<file path="config.mk">
export PLATFORM = sky130hd
export DESIGN_NAME = ack_serial_out
export DESIGN_NICKNAME = d
export VERILOG_FILES = /design/src/rtl/ackser_pkg.sv /design/src/rtl/ack_sync.sv /design/src/rtl/steer_edge.sv /design/src/rtl/serial_shifter.sv /design/src/rtl/ack_serial_out.sv
export SDC_FILE = /design/constraint.sdc
export NUM_CORES = 1
export LEC_CHECK = 0
export BUFFER_PORTS_ARGS = -buffer_cell sky130_fd_sc_hd__buf_2
export CORE_ASPECT_RATIO = 0.9
export CORE_MARGIN = 5
export CORE_UTILIZATION = 24
export CTS_BUF_LIST = sky130_fd_sc_hd__clkbuf_2 sky130_fd_sc_hd__clkbuf_4 sky130_fd_sc_hd__clkbuf_8
export CTS_CLUSTER_DIAMETER = 120
export DETAILED_ROUTE_END_ITERATION = 8
export PLACE_DENSITY = 0.49
export SLEW_MARGIN = 20
export SYNTH_ARGS = -nofsm -noshare
export SYNTH_HDL_FRONTEND = slang
export SYNTH_SLANG_ARGS = --single-unit
</file>
<file path="constraint.sdc">
create_clock -name clk -period 1.9 [get_ports clk]
set_input_delay 0.475 -clock clk [delete_from_list [all_inputs] [get_ports clk]]
set_output_delay 0.475 -clock clk [all_outputs]
set_load 0.005 [all_outputs]
</file>
<file path="src/rtl/ackser_pkg.sv">
package ackser_pkg;

    localparam int CODE_W_DEF = 4;
    localparam int SYNC_DEF   = 2;

    // Per-transfer datapath of the parallel-to-serial stage
    typedef struct packed {
        logic [CODE_W_DEF-1:0] rest;   // bits still to be sent, next at [0]
        logic                  bit_q;  // bit currently presented
    } ser_data_t;

    function automatic logic first_bit(input logic [CODE_W_DEF-1:0] code);
        return code[0];
    endfunction

    function automatic logic [CODE_W_DEF-1:0] drop_bit(input logic [CODE_W_DEF-1:0] v);
        return v >> 1;
    endfunction

endpackage

</file>
<file path="src/rtl/ack_sync.sv">
module ack_sync #(
    parameter int STAGES = ackser_pkg::SYNC_DEF
) (
    input  logic clk,
    input  logic rst,
    input  logic ack_in,
    output logic rise
);
    // pipe[STAGES-1] is the synchronised level, pipe[STAGES] its previous value
    logic [STAGES:0] pipe;

    always_ff @(posedge clk) begin
        if (rst) pipe <= '0;
        else     pipe <= {pipe[STAGES-1:0], ack_in};
    end

    assign rise = pipe[STAGES-1] & ~pipe[STAGES];
endmodule

</file>
<file path="src/rtl/steer_edge.sv">
module steer_edge (
    input  logic clk,
    input  logic rst,
    input  logic est,
    output logic est_rise
);
    logic est_q;

    always_ff @(posedge clk) begin
        if (rst) est_q <= 1'b0;
        else     est_q <= est;
    end

    assign est_rise = est & ~est_q;
endmodule

</file>
<file path="src/rtl/serial_shifter.sv">
module serial_shifter
    import ackser_pkg::*;
#(
    parameter int CODE_W = CODE_W_DEF,
    localparam int CNT_W = $clog2(CODE_W + 1)
) (
    input  logic              clk,
    input  logic              rst,
    input  logic              step,
    input  logic              est_rise,
    input  logic [CODE_W-1:0] code_in,
    output logic              rearm,
    output logic [CNT_W-1:0]  cnt,
    output logic              bit_q
);
    localparam logic [CNT_W-1:0] FULL = CNT_W'(CODE_W);

    ser_data_t        dat;
    logic [CNT_W-1:0] cnt_q;
    logic             full;

    assign full  = (cnt_q == FULL);
    assign rearm = est_rise & full;

    always_ff @(posedge clk) begin
        if (rst) begin
            cnt_q <= FULL;
            dat   <= '0;
        end else if (rearm) begin
            cnt_q     <= '0;
            dat.bit_q <= 1'b0;
        end else if (step && !full) begin
            cnt_q <= cnt_q + 1'b1;
            if (cnt_q == '0) begin
                dat.bit_q <= first_bit(code_in);
                dat.rest  <= drop_bit(code_in);
            end else begin
                dat.bit_q <= dat.rest[0];
                dat.rest  <= drop_bit(dat.rest);
            end
        end
    end

    assign cnt   = cnt_q;
    assign bit_q = dat.bit_q;
endmodule

</file>
<file path="src/rtl/ack_serial_out.sv">
module ack_serial_out
    import ackser_pkg::*;
#(
    parameter int CODE_W = CODE_W_DEF,
    parameter int SYNC_STAGES = SYNC_DEF,
    localparam int CNT_W = $clog2(CODE_W + 1)
) (
    input  logic              clk,
    input  logic              rst,
    input  logic              ack_in,
    input  logic              est,
    input  logic [CODE_W-1:0] code_in,
    output logic              sd
);
    logic             ack_rise;
    logic             est_rise;
    logic             rearm;
    logic [CNT_W-1:0] cnt;
    logic             bit_q;

    ack_sync #(.STAGES(SYNC_STAGES)) u_sync (
        .clk(clk), .rst(rst), .ack_in(ack_in), .rise(ack_rise)
    );

    steer_edge u_steer (
        .clk(clk), .rst(rst), .est(est), .est_rise(est_rise)
    );

    serial_shifter #(.CODE_W(CODE_W)) u_shift (
        .clk(clk), .rst(rst), .step(ack_rise), .est_rise(est_rise),
        .code_in(code_in), .rearm(rearm), .cnt(cnt), .bit_q(bit_q)
    );

    assign sd = est & bit_q;
endmodule

</file>
Word-level counts from Yosys, hierarchy flattened. Index checks and enable logic that the tools add are counted. W data, S select, Z words.

Bitwise gates (word level): 7. $add $sub $neg: 1. Equality and inequality tests: 1. Multiplexer cells: 3. Reductions and logical operators: 6.

Operators by type and width (number): $mux W3 (2); $and A1 B1 Y1 (4); $mux W4 (1); $add A3 B1 Y3 const B (1); $eq A3 B3 Y1 const B (1); $logic_not A3 Y1 (1); $not A1 Y1 (3); $reduce_and A2 Y1 (1); $reduce_bool A2 Y1 (1); $reduce_or A2 Y1 (1); $logic_and A1 B1 Y1 (1); $logic_not A1 Y1 (1).

Input port bits: 8. Register bits: 12. Logic and storage cells: 24.

Longest topological paths before layout.
Depth in word-level cells: 5. Gate-level depth with buffers: 5.

Modules after synthesis. Synthesis repeated with hierarchy kept, for this count alone.

Cell total of the unflattened synthesis: 48. Area, all modules: 501.7 um^2.

By module, submodules not included: serial_shifter (area an instance 360.3 um^2, sequential area each 140.1 um^2, times used 1, cells each 37); ack_sync (area an instance 87.6 um^2, sequential area each 60.1 um^2, times used 1, cells each 7); steer_edge (area an instance 47.5 um^2, sequential area each 20.0 um^2, times used 1, cells each 3); ack_serial_out (area an instance 6.3 um^2, sequential area each 0.0 um^2, times used 1, cells each 1).

Worst setup path before layout. No wires, ideal clock.

Path kind: register -> register. Start: register u_shift.cnt_q[0] (netlist: u_shift.cnt[0]). End: register, netlist name u_shift.bit_q. Setup time: 136 ps. Cell stages (with the launch flop): 6. Period minus slack after synthesis: 1150 ps. Required time: 1764 ps. Path slack: 750 ps. Data arrival time: 1014 ps. Cells stage by stage: dfxtp_1 -> inv_1 -> ha_1 -> and2_2 -> nor2_1 -> a211oi_1.

Cells in the longest elaborated chain, start to end: 3.

RTL lines: start, declared (RTL line serial_shifter.sv:19) `logic [CNT_W-1:0] cnt_q;`; start signal, assigned (RTL line serial_shifter.sv:33) `cnt_q <= cnt_q + 1'b1;`; $eq A3 B3 Y1 (RTL line serial_shifter.sv:22) `assign full = (cnt_q == FULL);`; $and A1 B1 Y1 / $logic_not A1 Y1 (equally long branches) (RTL line serial_shifter.sv:23, serial_shifter.sv:32); $reduce_or A2 Y1 (no source line) / $logic_and A1 B1 Y1 (equally long branches).

Several ways; a longest one is shown, not always the timed one. A chain may end at the register's enable or synchronous reset.

Final worst setup path.
Start: input est. End: output sd.

Cells in the longest elaborated chain, start to end: 1.

RTL lines: start, declared (RTL line ack_serial_out.sv:11) `input logic est,`; $and A1 B1 Y1 (RTL line ack_serial_out.sv:34) `assign sd = est & bit_q;`; end, declared (RTL line ack_serial_out.sv:13) `output logic sd`.

Every way passes these cells.

==> reports/metrics.cfg <==
[clock_network]
root_buffer = clkbuf_4
clkLatencyLatePin_ns = 0.28
clkSlewWorstSetupHoldPaths_ns = 0.08
ctsHoldBuffers = 0
postCtsSetupRepairBufs = 0
cts_resized = 0
cts_buffers = 3
cts_sinks = 11
cts_tree = yes
cts-htree-levels = 1
clockBufferDepth = 2

[sta]
fmax_mhz = 761
final-setup-viol-count = 0
tightest_slew_ns = 0.514
rsz0062_at_grt = no
final.setup_skew_ns = 0.00895
holdWs_ns = 0.399
slew_headroom = 0.656
hold_viol_final = 0
setup-tns-final_ns = 0
min_period_ns = 1.31
slew_viol_final = 0
fin_crit_sh = 0.692

[critical_path]
cp-start-kind = primary input
crit_required_ns = 1.42
crit_start = est
reg2reg_depth = 5
crit_path_max_fanout = 3
worstSetupEndpointType = output pin
reg2reg_slack_ns = 0.61
rr_startpoint = u_shift.cnt[0]
cp.arrival_ns = 0.84
worstSetupPathType = in -> out
r2r_end = u_shift.dat[2]

[min_path]
hold_start = ack_in
min_to = u_sync.pipe[0]
hold_path_depth = 2
min_path_type = in -> reg

[logic_synthesis]
syn_inst = 54
yosys.area.top_type = dfxtp_1
ys_top_cells_by_count = dfxtp_1, a21oi_1, nor2b_1
muxShareOfSynthArea = 0.0615
synth-simple-area-share = 0.200
yosysMostFrequentCell = dfxtp_1
synth_xor_area_frac = 0
ys.flop_type = dfxtp_1
ys_ff_latch = 11
synth_compound_area_frac = 0.187
synth_top_family_by_area = simple AND/OR/NAND/NOR gates
ys_async_sr_fraction = 0
syn_nets = 64
yosys_warnings = 0
synth_area_leaders = dfxtp_1, nor2b_1, a21oi_1
synth.avg_cell_area_um2 = 9.04
synth_top_area_frac = 0.451
yosysSeqAreaShare = 0.451
synth_edf_count = 0
netlist-cell-type-count = 21
mappedNetlistArea_um2 = 488
synth_fa_ha_area_frac = 0.0513

[die]
start_util = 0.252
coreArea_mm2 = 0.00193
die_h_um = 52.8
die_w_um = 57.5
dieArea_mm2 = 0.00304
rows = 15
ios = 9

[drt]
wl_per_cell_um = 10.5
via_per_inst = 4.46
drt_pass1_iterations = 3
initialDrtViolationCount = 7
vias = 397
wirelength_um = 936
drtAntennaViolNets = 0
drcViolationCount = 0

[layout]
seq_area_um2 = 220
diodes = 0
fillers = 218
final_cells = 89
multi_input_area_um2 = 244
areaGrowthSynthToFinish_pct = 18.5
drive_above_1_share = 0.219
nets = 75

[grt]
grtUsageTotal = 0.0699
antenna_found_initial = 0
grt-ovfl-total = 0
grt_pass1_vias = 372
grt_pass1_wl_mm = 1.58
grt_max_degree = 10

[job]
max_cap_viol_count = 0

[run_status]
outcome = finished clean

[power_and_ir_drop]
ir_drop_mv = 0.373
power.leakage_nw = 0.245
power.total_mw = 0.455
power.density_mw_per_mm2 = 788

[place]
gp_congestion = 0.759
hpwlAfterDp_um = 732
portBuffers = 8
place_inst = 85

## per-layer routing
metal	routed length (µm)	share of wire	global-route usage
met1	453	0.48	0.0860
met2	415	0.44	0.102
met3	49	0.052	0.0394
met4	18	0.019	0.0232
met5	0	0	0
## power by group
| group | leakage [nW] | switching, mW | internal (mW) | total [mW] |
|---|---|---|---|---|
| clock network | 0.0177 | 0.0895 | 0.0780 | 0.168 |
| logic | 0.137 | 0.0240 | 0.0200 | 0.0440 |
| registers | 0.0899 | 0.00570 | 0.238 | 0.244 |
| total | 0.245 | 0.119 | 0.336 | 0.455 |
## layout by cell type, fill, tap and decap left out, drive strengths merged
cell    Yosys  final
a211oi      3      3
a21oi       6      6
a31oi       1      1
and2        2      2
and3        1      1
buf         0      8
clkbuf      2      3
clkinv      0      1
dfxtp      11     11
ha          2      2
inv         4      4
mux2i       3      3
nand2       2      2
nand2b      1      1
nand3       3      3
nor2        1      1
nor2b       6      6
o21ai       5      5
o31ai       1      1
## cell type report
type                    instances  area share
clock buffers                   3      0.0390
multi-input cells              37       0.422
flip-flops and latches         11       0.381
well taps                      25      0.0541
clock inverters                 1     0.00866
inverters                       4      0.0260
repair buffers                  8      0.0693
## state kept, by name, indices dropped and copies added (netlist names)
name	count
u_shift.bit_q	1
u_shift.cnt	3
u_shift.dat	3
u_steer.est_q	1
u_sync.pipe	3
## metrics by stage
| stage | area, µm² | setup slack, ns | utilization |
|---|---|---|---|
| 2_1_floorplan | 488 | 0.750 | - |
| 3_3_place_gp | 551 | 0.583 | 0.285 |
| 3_5_place_dp | 551 | 0.579 | 0.285 |
| 4_1_cts | 578 | 0.579 | 0.299 |
| 5_1_grt | 578 | 0.503 | 0.299 |
| 6_report | 578 | 0.585 | 0.299 |
## logic make-up after synthesis
group                      after synthesis
and+or+nand+nor                         16
buffers and inverters                    6
adders and majority gates                2
DFF                                     11
muxes                                    3
AOI/OAI and AO/OA                       16
## critical path: stages
cell and delay (ns):
buf_2 0.11, and2_1 0.14, buf_2 0.12
## worst max path at each step
stage	slack, ns	endpoint	cells after the start
after floorplan	0.75	u_shift.bit_q	5
after global placement	0.58	sd	3
after detailed placement	0.58	sd	3
after CTS	0.58	sd	3
after global routing	0.50	u_shift.dat[1]	5
final	0.59	sd	3
No activity file was read; power rests on OpenSTA's default activity.
